## config.mk

```make
export PLATFORM = sky130hd
export DESIGN_NAME = sync_rx_strip
export DESIGN_NICKNAME = d
export VERILOG_FILES = /design/src/rtl/sr_pkg.sv /design/src/rtl/sr_assembler.sv /design/src/rtl/sr_status.sv /design/src/rtl/sync_rx_strip.sv
export SDC_FILE = /design/constraint.sdc
export NUM_CORES = 1
export LEC_CHECK = 0
export ABC_AREA = 1
export BUFFER_PORTS_ARGS = -buffer_cell sky130_fd_sc_hd__clkbuf_2
export CAP_MARGIN = 20
export CORE_MARGIN = 3
export CORE_UTILIZATION = 60
export DETAILED_ROUTE_END_ITERATION = 10
export GPL_TIMING_DRIVEN = 0
export PLACE_DENSITY = 0.8
export SLEW_MARGIN = 10
export SYNTH_ARGS = -nofsm -noshare
export SYNTH_HDL_FRONTEND = slang
export SYNTH_HIERARCHICAL = 1
export SYNTH_SLANG_ARGS = --single-unit
export TNS_END_PERCENT = 50
```

## constraint.sdc

```tcl
create_clock -name clk -period 5.8 [get_ports clk]
set_input_delay 1.16 -clock clk [delete_from_list [all_inputs] [get_ports clk]]
set_output_delay 1.16 -clock clk [all_outputs]
set_load 0.02 [all_outputs]
```

## src/rtl/sr_pkg.sv

```systemverilog
package sr_pkg;
    localparam int DW  = 8;
    localparam int LSW = 2;

    typedef struct packed {
        logic [DW-1:0] data;
        logic          perr;
    } rx_char_t;

    typedef enum logic [1:0] {
        EV_DELIVER  = 2'd0,
        EV_DROP_SYN = 2'd1,
        EV_DROP_DLE = 2'd2
    } rx_event_e;

    function automatic logic [LSW+1:0] len_of(input logic [LSW-1:0] sel);
        return (LSW+2)'(DW) - (LSW+2)'(sel);
    endfunction

    function automatic logic [DW-1:0] mask_of(input logic [LSW-1:0] sel);
        logic [DW-1:0] m;
        for (int i = 0; i < DW; i++)
            m[i] = (i < int'(len_of(sel)));
        return m;
    endfunction
endpackage

```

## src/rtl/sr_assembler.sv

```systemverilog
module sr_assembler
    import sr_pkg::*;
(
    input  logic           clk,
    input  logic           rst,
    input  logic           rx_en,
    input  logic           bit_en,
    input  logic           rx_bit,
    input  logic [LSW-1:0] len_sel,
    input  logic           par_on,
    input  logic           parity_odd,
    output logic           chv,
    output rx_char_t       ch
);
    localparam int IW = $clog2(DW + 2);

    logic [IW-1:0]   idx;
    logic [DW-1:0]   acc;
    logic [DW-1:0]   acc_nx;
    logic [DW-1:0]   mask;
    logic [IW-1:0]   nbits;
    logic [IW-1:0]   last_idx;

    always_comb begin
        mask     = mask_of(len_sel);
        nbits    = IW'(len_of(len_sel));
        last_idx = par_on ? nbits : nbits - 1'b1;
        acc_nx   = acc;
        if (idx < nbits)
            acc_nx[idx[$clog2(DW)-1:0]] = rx_bit;
    end

    always_ff @(posedge clk) begin
        if (rst || !rx_en) begin
            idx <= '0;
            acc <= '0;
            chv <= 1'b0;
            ch  <= '0;
        end else begin
            chv <= 1'b0;
            if (bit_en) begin
                if (idx == last_idx) begin
                    chv     <= 1'b1;
                    ch.data <= acc_nx & mask;
                    ch.perr <= par_on && ((^(acc_nx & mask) ^ rx_bit) != parity_odd);
                    idx     <= '0;
                    acc     <= '0;
                end else begin
                    idx <= idx + 1'b1;
                    acc <= acc_nx;
                end
            end
        end
    end
endmodule

```

## src/rtl/sr_status.sv

```systemverilog
module sr_status
    import sr_pkg::*;
(
    input  logic          clk,
    input  logic          rst,
    input  logic          rx_en,
    input  logic          chv,
    input  rx_char_t      ch,
    input  logic [DW-1:0] mask,
    input  logic          syn_strip_en,
    input  logic          dle_strip_en,
    input  logic [DW-1:0] syn_val,
    input  logic [DW-1:0] dle_val,
    input  logic          host_rd,
    output logic [DW-1:0] hold_data,
    output logic          data_ready,
    output logic          overrun,
    output logic          par_dle_flag,
    output logic          syn_det
);
    logic      is_syn;
    logic      is_dle;
    logic      pend_syn;
    logic      pend_dle;
    rx_event_e ev;

    always_comb begin
        is_syn = ((ch.data ^ syn_val) & mask) == '0;
        is_dle = ((ch.data ^ dle_val) & mask) == '0;
        if (syn_strip_en && is_syn)
            ev = EV_DROP_SYN;
        else if (dle_strip_en && is_dle)
            ev = EV_DROP_DLE;
        else
            ev = EV_DELIVER;
    end

    always_ff @(posedge clk) begin
        if (rst) begin
            hold_data    <= '0;
            data_ready   <= 1'b0;
            overrun      <= 1'b0;
            par_dle_flag <= 1'b0;
            syn_det      <= 1'b0;
            pend_syn     <= 1'b0;
            pend_dle     <= 1'b0;
        end else if (!rx_en) begin
            data_ready   <= 1'b0;
            overrun      <= 1'b0;
            par_dle_flag <= 1'b0;
            syn_det      <= 1'b0;
            pend_syn     <= 1'b0;
            pend_dle     <= 1'b0;
        end else begin
            if (host_rd)
                data_ready <= 1'b0;
            if (chv) begin
                case (ev)
                    EV_DROP_SYN: pend_syn <= 1'b1;
                    EV_DROP_DLE: pend_dle <= 1'b1;
                    default: begin
                        hold_data    <= ch.data;
                        data_ready   <= 1'b1;
                        overrun      <= data_ready && !host_rd;
                        syn_det      <= syn_strip_en ? pend_syn : is_syn;
                        par_dle_flag <= dle_strip_en ? pend_dle : ch.perr;
                        pend_syn     <= 1'b0;
                        pend_dle     <= 1'b0;
                    end
                endcase
            end
        end
    end
endmodule

```

## src/rtl/sync_rx_strip.sv

```systemverilog
module sync_rx_strip
    import sr_pkg::*;
(
    input  logic           clk,
    input  logic           rst,
    input  logic           rx_en,
    input  logic           bit_en,
    input  logic           rx_bit,
    input  logic [LSW-1:0] len_sel,
    input  logic           parity_en,
    input  logic           parity_odd,
    input  logic           syn_strip_en,
    input  logic           dle_strip_en,
    input  logic [DW-1:0]  syn_val,
    input  logic [DW-1:0]  dle_val,
    input  logic           host_rd,
    output logic [DW-1:0]  hold_data,
    output logic           data_ready,
    output logic           overrun,
    output logic           par_dle_flag,
    output logic           syn_det,
    output logic           data_req_in
);
    logic     char_vld;
    rx_char_t char_q;
    logic     par_on;

    assign par_on = parity_en && !dle_strip_en;

    sr_assembler u_asm (
        .clk(clk), .rst(rst), .rx_en(rx_en), .bit_en(bit_en), .rx_bit(rx_bit),
        .len_sel(len_sel), .par_on(par_on), .parity_odd(parity_odd),
        .chv(char_vld), .ch(char_q)
    );

    sr_status u_stat (
        .clk(clk), .rst(rst), .rx_en(rx_en), .chv(char_vld), .ch(char_q),
        .mask(mask_of(len_sel)), .syn_strip_en(syn_strip_en),
        .dle_strip_en(dle_strip_en), .syn_val(syn_val), .dle_val(dle_val),
        .host_rd(host_rd), .hold_data(hold_data), .data_ready(data_ready),
        .overrun(overrun), .par_dle_flag(par_dle_flag), .syn_det(syn_det)
    );

    assign data_req_in = data_ready && rx_en;
endmodule

```

==> impl_results.md, run 1 <==
- CP dominant cell by count: inv_1
- Mapped cell area: 2556 um^2
- Layout cell share with drive strength beyond 1: 18.20%
- Clock group share of total power: 39.2%
- Combinational share of power: 16.3%
- Initial antenna violation count: 0
- Cell Pwr Density: 191.6 nW/um^2
- Final Critical Period: 3.204 ns
- DPL Wire Length: 4627 um
- First-pass GRT wire length: 10500 um
- Nets: 512
- Hold-fix buffers, CTS: 0
- PostCTS Resize Cnt: 0
- Clock root buffer master: clkbuf_8
- Global route overflow: 0
- Clock Tree Buf Depth: 2
- Register area share after synthesis: 28.19%
- M1 GR Usage: 34.15%
- Skew final: 0.005267 ns
- Crit path DAT: 3.42 ns
- Vias per std cell: 5.004
- Die area: 5079 um^2
- Clk pin slew, worst setup/hold paths: 0.08 ns
- Setup crit end kind: flop
- Die height: 71.27 um
- Clock sinks: 36
- CP peak stage delay: 0.27 ns
- Setup crit start kind: input port
- Post-synthesis async set-or-reset flop share: 0%
- Final setup vio count: 0
- IO Count: 41
- I/O Buffers: 40
- CTS tree: built
- Post-CTS setup buffers: 0
- P_int: 0.4094 mW
- Drt wl/cell: 11.24 um
- Cells after Synth: 421
- Pleak: 1.562 nW
- Status: complete, no violations
- Most common cell after layout, fill and taps aside: nand2_1
- Sw Ratio: 27.92%
- Max_slew headroom: 65.80%
- FILL cells: 363
- M3 GR Usage: 5.330%
- Utilization after layout: 73.05%
- Layout area overhead: 15.96%
- Ys flop type: dfxtp_1
- Number of max-cap violations: 0
- Post-synth cell types: 34
- Final Hold Fails: 0
- Synthesis-stage register bit count: 36
- RSZ-0062 raised after global routing: false
- Switch Pwr: 0.1586 mW
- Max-slew violation count: 0
- GRT Overall Usage: 25.23%
- Worst path cell trace: clkbuf_2 > inv_1 > ha_1 > inv_1 > ha_1 > inv_1 > o21bai_1 > inv_2 > nand2_8 > nand2_1 > nand3_2 > nand2_2 > inv_1 > nor2_1 > nand2_1 > nand2_1 > inv_1 > nand2_1 > nand3_1 > a21oi_1
- Fmax: 0.3121 GHz
- Syn. warnings: 6
- Avg Cell Area, Syn: 6.072 um^2
- Routed Wire Length: 5934 um
- RePlAce Congestion: 0.8823
- Pin count of the biggest net entering global routing: 13
- Worst hold path class: flop to flop
- GR Layer Usage met2: 40.41%
- Sequential share of power: 44.5%
- Worst ir drop on vdd: 0.0001403 V
- Hold path cells: 2
- Vias in the first global route: 2471
- Initial drt markers: 148
- Core ar.: 4058 um^2
- Worst Tran Pin Value: 0.5130 ns
- CP Class: input port to flop
- TritonCTS Buffers: 5
- CP max FO: 9
- Rows: 23
- Critical Path RT: 6.01 ns
- Most frequent cells in the layout: nand2_1, inv_1, clkbuf_2
- Final Cycle Share: 55.25%
- Remaining DRCs: 0
- 1st-pass router iterations: 5
- Top Usage Layer GRT: met2
- CTS H-Tree Depth: 2
- Antenna Nets Post-Route: 0
- Setup TNS: 0 ns
- Initial Util: 63.00%
- DR vias: 2642
- Worst-Skew Late Latency: 0.29 ns
- Chip width: 71.27 um
- Worst r2r path cells: 16
- CP max stage cell: ha_1
- Number of flops mapped to enable cells by yosys: 0
- Ant diodes: 0
-- power groups by stage --
stage | Clock [mW] | Combinational, mW | Sequential [mW]
floorplan | 0 | 0.0629 | 0.258
global placement | 0 | 0.0881 | 0.259
detailed placement | 0 | 0.0910 | 0.259
CTS | 0.227 | 0.0917 | 0.253
global route | 0.235 | 0.106 | 0.253
finish | 0.222 | 0.0927 | 0.253
-- area by class of cell --
| cell class | instances | area (um^2) | share of cell area, % |
|---|---|---|---|
| clock buffers | 5 | 68.82 | 2.322 |
| inverters | 79 | 299.0 | 10.09 |
| flip-flops and latches | 36 | 720.7 | 24.31 |
| repair buffers | 40 | 200.2 | 6.754 |
| plain buffers | 5 | 37.54 | 1.266 |
| well taps | 50 | 62.56 | 2.111 |
| clock inverters | 3 | 42.54 | 1.435 |
| multi-input cells | 310 | 1533 | 51.71 |
-- synth_stat cells (4+ instances only) --
cell type    n  area (um^2)
nand3_1     32        160.2
nand3_2      6        60.06
nand2_2     11        68.82
ha_1         7        87.58
a21oi_1     25        125.1
inv_2        6        22.52
nand2_1    133        499.2
or2_1        4        25.02
inv_1       69        259.0
nor2_1      38        142.6
dfxtp_1     36        720.7
o21ai_0     18        90.09
-- worst paths after layout --
path,startpoint,endpoint,slack (ns)
worst max-delay path,len_sel[0],u_asm/ch[0],2.60
worst min-delay path,u_stat/syn_det,u_stat/syn_det,0.45
worst max register to register,u_asm/idx[1],u_asm/ch[0],3.62
worst min register to register,u_stat/syn_det,u_stat/syn_det,0.45
-- stage by stage --
step	cell area, um^2	cells	hold slack (ns)	power, mW	worst slack, ns
floorplan	2590	430	0.4389	0.3212	2.837
global placement	2853	520	0.4382	0.3467	2.394
detailed placement	2853	520	0.4434	0.3497	2.309
CTS	2964	528	0.4547	0.5719	2.611
global route	2964	528	0.4723	0.5948	2.343
finish	2964	528	0.4533	0.5680	2.596
-- per-layer routing --
layer / share of wire, % / vias up
met5: 0 / -
met4: 0.54 / 0
met3: 6.5 / 4
met2: 46 / 87
met1: 47 / 1160
li1: - / 1391
-- state kept, by name (all words and copies together) (netlist names) --
signal,cells
u_asm/acc,8
u_asm/ch,9
u_asm/chv,1
u_asm/idx,4
u_stat/data_ready,1
u_stat/hold_data,8
u_stat/overrun,1
u_stat/par_dle_flag,1
u_stat/pend_dle,1
u_stat/pend_syn,1
u_stat/syn_det,1
-- critical path: cells and delay by family --
kind,cells,cell delay [ns]
AND/OR/NAND/NOR,9,0.81
buffers and inverters,7,0.72
adder cells (fa/ha/maj),2,0.51
AO/OA/AOI/OAI,2,0.22
-- logic make-up after synthesis --
group | Yosys count | share of synthesized area [%]
mux | 1 | 0.3916
fa+ha+maj | 7 | 3.426
compound gates | 50 | 10.33
other cells | 1 | 0.1467
buf+inv | 84 | 13.17
simple gates | 238 | 42.98
xor+xnor | 4 | 1.371
flops | 36 | 28.19
Power figures use the tool's default switching activity.
==> run 2, diff against run 1 <==
--- a/config.mk
+++ b/config.mk
@@ -5,14 +5,14 @@
 export SDC_FILE = /design/constraint.sdc
 export NUM_CORES = 1
 export LEC_CHECK = 0
-export ABC_AREA = 1
+export ABC_AREA = 0
 export BUFFER_PORTS_ARGS = -buffer_cell sky130_fd_sc_hd__clkbuf_2
 export CAP_MARGIN = 20
 export CORE_MARGIN = 3
-export CORE_UTILIZATION = 60
+export CORE_UTILIZATION = 56
 export DETAILED_ROUTE_END_ITERATION = 10
 export GPL_TIMING_DRIVEN = 0
-export PLACE_DENSITY = 0.8
+export PLACE_DENSITY = 0.76
 export SLEW_MARGIN = 10
 export SYNTH_ARGS = -nofsm -noshare
 export SYNTH_HDL_FRONTEND = slang
==> constraint.sdc (replaced) <==
create_clock -name clk -period 3 [get_ports clk]
set_input_delay 0.6 -clock clk [delete_from_list [all_inputs] [get_ports clk]]
set_output_delay 0.6 -clock clk [all_outputs]
set_load 0.02 [all_outputs]
==> impl_results.md, run 2 <==
- Routed Wire Length: 5538 um (-6.7%)
- Cell taking the most area after synthesis: dfxtp_1
- Initial Util: 58.68% (-4.3 points)
- Initial antenna violation count: 0 (unchanged)
- Most frequent cell after synthesis: dfxtp_1
- Fin Hold WS: 0.4679 ns (+0.01458 ns)
- Utilization after layout: 68.83% (-4.2 points)
- GRT Overall Usage: 23.09% (-2.1 points)
- Setup crit end kind: flop
- Skew final: 0.006331 ns (+0.001063 ns)
- Layout area overhead: 17.29%
- IO Count: 41 (unchanged)
- Vias in the first global route: 2033 (-18%)
- Status: complete, no violations
- Worst Tran Pin Value: 0.6694 ns (+0.1565 ns)
- RePlAce Congestion: 0.9016 (+2.2%)
- Register area share after synthesis: 30.27% (+2.1 points)
- Worst hold path class: flop to flop
- Vias per std cell: 5.464 (+9.2%)
- 1st-pass router iterations: 4 (-1)
- Synthesis-stage register bit count: 36 (unchanged)
- Synth area leaders: dfxtp_1, xor2_1, mux2i_1
- First-pass GRT wire length: 9397 um (-11%)
- Largest register FFs: 9 (unchanged)
- Post-Layout Cell Count: 388 (-27%)
- RSZ-0062 raised after global routing: true
- Worst ir drop on vdd: 0.0002349 V (+68%)
- Fmax: 0.3439 GHz
- Worst-Skew Late Latency: 0.29 ns (about the same)
- Post-synthesis async set-or-reset flop share: 0% (unchanged)
- Hold-fix buffers, CTS: 0 (unchanged)
- Nets: 372 (-27%)
- Final Hold Fails: 0 (unchanged)
- Clock Tree Buf Depth: 2 (unchanged)
- Max-slew violation count: 0 (unchanged)
- Post-synth cell types: 51 (+50%)
- DP Area: 2668 um^2 (-6.5%)
- Clk pin slew, worst setup/hold paths: 0.07 ns (about the same)
- Post-synth top area share: 30.27% (+2.1 points)
- Antenna Nets Post-Route: 0 (unchanged)
- Cell Pwr Density: 373.6 nW/um^2 (+95%)
- Most frequent cells in the layout: clkbuf_2, dfxtp_1, nand2_1
- Setup TNS: 0 ns (unchanged)
- Final setup vio count: 0 (unchanged)
- Rows: 23 (unchanged)
- Pre-CTS setup slack: -0.3905 ns (-2.699 ns)
- CP max FO: 10 (+1)
- Ant diodes: 0 (unchanged)
- Syn. warnings: 6 (unchanged)
- Largest reg by FF count: u_asm/ch
- Remaining DRCs: 0 (unchanged)
- Post-route cell area: 2793 um^2 (-5.8%)
- Initial drt markers: 106 (-28%)
- Crit path DAT: 3.13 ns (-0.29 ns)
- Clock root buffer master: clkbuf_8
- Number of flops mapped to enable cells by yosys: 0 (unchanged)
- CTS tree: built
- Number of max-cap violations: 0 (unchanged)
- Clock sinks: 36 (unchanged)
- Global route overflow: 0 (unchanged)
- Die height: 71.21 um (about the same)
- CP Class: input port to flop
- Pleak: 1.191 nW (-24%)
- Mapped cell area: 2381 um^2 (-6.9%)
- DPL Wire Length: 4231 um (-8.5%)
- Final worst slack: 0.09233 ns (-2.503 ns)
- Max_slew headroom: 55.13% (-11 points)
- Final Critical Period: 2.908 ns
- Avg Cell Area, Syn: 8.414 um^2 (+39%)
- Layout cell share with drive strength beyond 1: 22.19% (+4.0 points)
- Critical Path RT: 3.22 ns (-2.79 ns)
- Drt wl/cell: 14.27 um (+27%)
- I/O Buffers: 38 (-5.0%)
- Die area: 5070 um^2 (-0.18%)
- Chip width: 71.21 um (about the same)
- Top cells by count, synth: dfxtp_1, nand2_1, nor2_1, xor2_1, nand2b_1
- TritonCTS Buffers: 5 (unchanged)
- Final Cycle Share: 96.92%
- Setup crit start kind: input port
- Core ar.: 4058 um^2 (unchanged)
- Largest registers: u_asm/ch: 9 flops, u_asm/acc: 8 flops, u_stat/hold_data: 8 flops
- Placed cells: 380 (-27%)
- Pin count of the biggest net entering global routing: 12 (-1)
- Post-CTS setup buffers: 0 (unchanged)
- Most common cell after layout, fill and taps aside: clkbuf_2
- Ys flop type: dfxtp_1
- CTS H-Tree Depth: 2 (unchanged)
- Total power: 1.043 mW (+84%)
- Cells after Synth: 283 (-33%)
- DR vias: 2120 (-20%)
run 2: cell count changes after synthesis, moves of 7 or more:
cell and change:
a22oi_1 +14, nand2_1 -105, nand2_2 -11, nand2b_1 +18, mux2i_1 +15, a21oi_1 -11, o21ai_0 -7, nor2_1 -11
nor3_1 +10, nand3_1 -28, inv_1 -59, xor2_1 +17
run 2: kinds of logic after synthesis:
| logic type | Yosys count | synth area share [%] |
|---|---|---|
| AND/OR/NAND/NOR | 115 | 25.96 |
| AO/OA/AOI/OAI | 59 | 16.92 |
| flip-flops | 36 | 30.27 |
| XOR/XNOR | 25 | 10.67 |
| buffers and inverters | 22 | 4.047 |
| multiplexers | 18 | 8.302 |
| adder cells (fa/ha/maj) | 7 | 3.678 |
| other | 1 | 0.1575 |
run 2: layout make-up:
type / count / area (um^2)
buffer: 10 / 52.55
clock buffer: 6 / 72.57
clock inverter: 2 / 35.03
fill: 330 / 1265
inverter: 12 / 45.04
multi-input combinational: 234 / 1612
sequential: 36 / 720.7
tap: 50 / 62.56
timing repair buffer: 38 / 192.7
run 2: power breakdown:
part           internal, mW  leakage [nW]  switching [mW]
Sequential            0.479         0.290         0.00264
Clock                 0.247        0.0552           0.176
Combinational        0.0594         0.846          0.0798
Total                 0.785          1.19           0.258
run 2: final timing paths:
path,start,end,slack (ns),depth (start not counted)
max,len_sel[0],u_asm/ch[0],0.09,12
min,u_stat/overrun,u_stat/overrun,0.47,2
max reg2reg,u_asm/idx[1],u_asm/ch[0],0.51,8
min reg2reg,u_stat/overrun,u_stat/overrun,0.47,2
run 2: layer usage:
metal	global-route usage, %	routed length (um)	up-vias
met5	0	0	-
met3	5.398	227	9
met1	31.26	2583	998
li1	-	-	1068
met4	7.516	89	0
met2	36.22	2637	45
run 2: worst max-delay path, stage by stage:
cell,delay [ns]
clkbuf_4,0.18
inv_1,0.10
ha_2,0.27
inv_2,0.08
ha_1,0.33
o21ai_2,0.10
o31a_2,0.34
a21oi_1,0.17
xor2_1,0.22
xnor3_1,0.38
xnor3_1,0.20
o21ai_1,0.15
run 2: what timing repair did:
action | CTS | global route
endpoints found under the setup margin | 1 | 7
hold endpoints to repair | 0 | 0
pin swaps | 0 | 1
resized for setup | 3 | 4
==> run 3, diff against run 2 <==
--- a/config.mk
+++ b/config.mk
@@ -12,7 +12,7 @@
 export CORE_UTILIZATION = 56
 export DETAILED_ROUTE_END_ITERATION = 10
 export GPL_TIMING_DRIVEN = 0
-export PLACE_DENSITY = 0.76
+export PLACE_DENSITY = 0.77
 export SLEW_MARGIN = 10
 export SYNTH_ARGS = -nofsm -noshare
 export SYNTH_HDL_FRONTEND = slang
==> impl_results.md, run 3 (same netlist as run 2, synthesis figures left out) <==
- Rows: 23 (unchanged)
- Worst-Skew Late Latency: 0.29 ns (about the same)
- DP Area: 2668 um^2 (unchanged)
- Setup crit end kind: flop
- Final Cycle Share: 95.51% (-1.4 points)
- Clock root buffer master: clkbuf_8
- Layout cell share with drive strength beyond 1: 23.67% (+1.5 points)
- DPL Wire Length: 4234 um (about the same)
- Initial drt markers: 119 (+12%)
- Max_slew headroom: 58.22% (+3.1 points)
- Number of max-cap violations: 0 (unchanged)
- DR vias: 2122 (+0.094%)
- RSZ-0062 raised after global routing: false
- Nets: 372 (unchanged)
- Cell Pwr Density: 354.7 nW/um^2 (-5.1%)
- Chip width: 71.21 um (unchanged)
- Clock sinks: 36 (unchanged)
- Status: complete, no violations
- Core ar.: 4058 um^2 (unchanged)
- Worst R2R Setup Slack: 0.49 ns (-0.02 ns)
- R2r startpoint: u_asm/idx[1]
- Largest register FFs: 9 (unchanged)
- Vias in the first global route: 2067 (+1.7%)
- Layout area overhead: 18.23%
- Initial Util: 58.68% (unchanged)
- Total power: 0.9985 mW (-4.3%)
- Hold-fix buffers, CTS: 0 (unchanged)
- Final setup vio count: 0 (unchanged)
- Most frequent cells in the layout: clkbuf_2, dfxtp_1, nand2_1
- CP Class: input port to flop
- Die area: 5070 um^2 (unchanged)
- First-pass GRT wire length: 9342 um (-0.59%)
- CTS H-Tree Depth: 2 (unchanged)
- FF-to-FF End: u_asm/ch[0]
- Skew final: 0.004990 ns (-0.001340 ns)
- Global route overflow: 0 (unchanged)
- Hold path startpoint: u_stat/pend_dle
- Drt wl/cell: 14.52 um (+1.8%)
- 1st-pass router iterations: 4 (unchanged)
- TritonCTS Buffers: 5 (unchanged)
- Pleak: 1.180 nW (-0.95%)
- Vias per std cell: 5.469 (about the same)
- Worst ir drop on vdd: 0.0002195 V (-6.6%)
- Remaining DRCs: 0 (unchanged)
- CP max FO: 10 (unchanged)
- Final Hold Fails: 0 (unchanged)
- Crit path DAT: 3.09 ns (-0.04 ns)
- Hold path endpoint: u_stat/pend_dle
- Critical Path RT: 3.22 ns (about the same)
- CTS tree: built
- Most common cell after layout, fill and taps aside: clkbuf_2
- Clock Tree Buf Depth: 2 (unchanged)
- Fin Hold WS: 0.4677 ns (-0.0002020 ns)
- FILL cells: 342 (+3.6%)
- Setup crit start kind: input port
- Largest reg by FF count: u_asm/ch
- I/O Buffers: 38 (unchanged)
- Fmax: 0.3490 GHz (+1.5%)
- Max-slew violation count: 0 (unchanged)
- Largest registers: u_asm/ch: 9 flops, u_asm/acc: 8 flops, u_stat/hold_data: 8 flops
- Worst hold path class: flop to flop
- Antenna Nets Post-Route: 0 (unchanged)
- Pin count of the biggest net entering global routing: 12 (unchanged)
- RePlAce Congestion: 0.9028 (+0.13%)
- IO Count: 41 (unchanged)
- Worst Tran Pin Value: 0.6233 ns (-0.04619 ns)
- Hold path cells: 2 (unchanged)
- Routed Wire Length: 5635 um (+1.8%)
- Initial antenna violation count: 0 (unchanged)
- Die height: 71.21 um (unchanged)
- Clk pin slew, worst setup/hold paths: 0.07 ns (about the same)
- Final Critical Period: 2.865 ns (-0.04236 ns)
- GRT Overall Usage: 23.23% (+0.14 points)
- Ant diodes: 0 (unchanged)
- Post-route cell area: 2815 um^2 (+0.81%)
- Worst r2r path cells: 8 (unchanged)
run 3: cell count changes in the layout (fill, tap and decap cells not counted), sizes merged:
cell / delta
bufinv: -1
clkbuf: +1
clkinv: -1
clkinvlp: +1
run 3: what timing repair did:
item	in CTS	in global routing
gates resized for setup	1	14
pin swaps	0	3
buffers inserted	0	0
setup endpoints to repair	1	8
run 3: how the worst max path moves through the flow:
stage / start / to / cells past startpoint
2_1_floorplan: len_sel[1] / u_asm/ch[0] / 11
3_3_place_gp: len_sel[0] / u_asm/ch[0] / 12
3_5_place_dp: len_sel[0] / u_asm/ch[0] / 12
4_1_cts: len_sel[0] / u_asm/ch[0] / 12
5_1_grt: len_sel[0] / u_asm/ch[0] / 12
6_report: len_sel[0] / u_asm/ch[0] / 12
run 3: metal layers:
| metal | vias to the layer above | part of all wire (%) | GRT usage, % |
|---|---|---|---|
| li1 | 1070 | - | - |
| met1 | 1004 | 45 | 29.83 |
| met2 | 42 | 50 | 38.27 |
| met3 | 6 | 3.7 | 5.540 |
| met4 | 0 | 1.0 | 7.516 |
| met5 | - | 0 | 0 |
run 3: area by class of cell:
| class | count | area [um^2] | share of cell area, % |
|---|---|---|---|
| clock inverters | 1 | 7.507 | 0.2667 |
| multi-input cells | 234 | 1648 | 58.53 |
| well taps | 50 | 62.56 | 2.222 |
| repair buffers | 38 | 192.7 | 6.844 |
| flip-flops and latches | 36 | 720.7 | 25.60 |
| inverters | 12 | 45.04 | 1.600 |
| plain buffers | 10 | 52.55 | 1.867 |
| clock buffers | 7 | 86.33 | 3.067 |
run 3: stage by stage:
| step | cells | TNS, ns | util [%] | setup WS [ns] |
|---|---|---|---|---|
| 2_1_floorplan | 292 | 0 | - | 0.1518 |
| 3_3_place_gp | 380 | -0.3726 | 65.74 | -0.3206 |
| 3_5_place_dp | 380 | -0.9567 | 65.74 | -0.3793 |
| 4_1_cts | 388 | 0 | 68.15 | 0.001424 |
| 5_1_grt | 388 | 0 | 69.38 | 0.003750 |
| 6_report | 388 | 0 | 69.38 | 0.1347 |
run 3: power breakdown:
part	total [mW]	switching, mW	internal, mW
Clock	0.368	0.181	0.187
Combinational	0.149	0.0850	0.0640
Sequential	0.482	0.00263	0.479
Total	0.998	0.269	0.730
run 3: worst max-delay path: stages:
cell	delay (ns)
clkbuf_4	0.19
inv_2	0.09
ha_4	0.28
inv_1	0.05
ha_2	0.36
o21ai_4	0.09
o31a_2	0.35
nand2_1	0.09
mux2_4	0.33
xor2_2	0.19
xnor3_1	0.33
o21ai_1	0.14
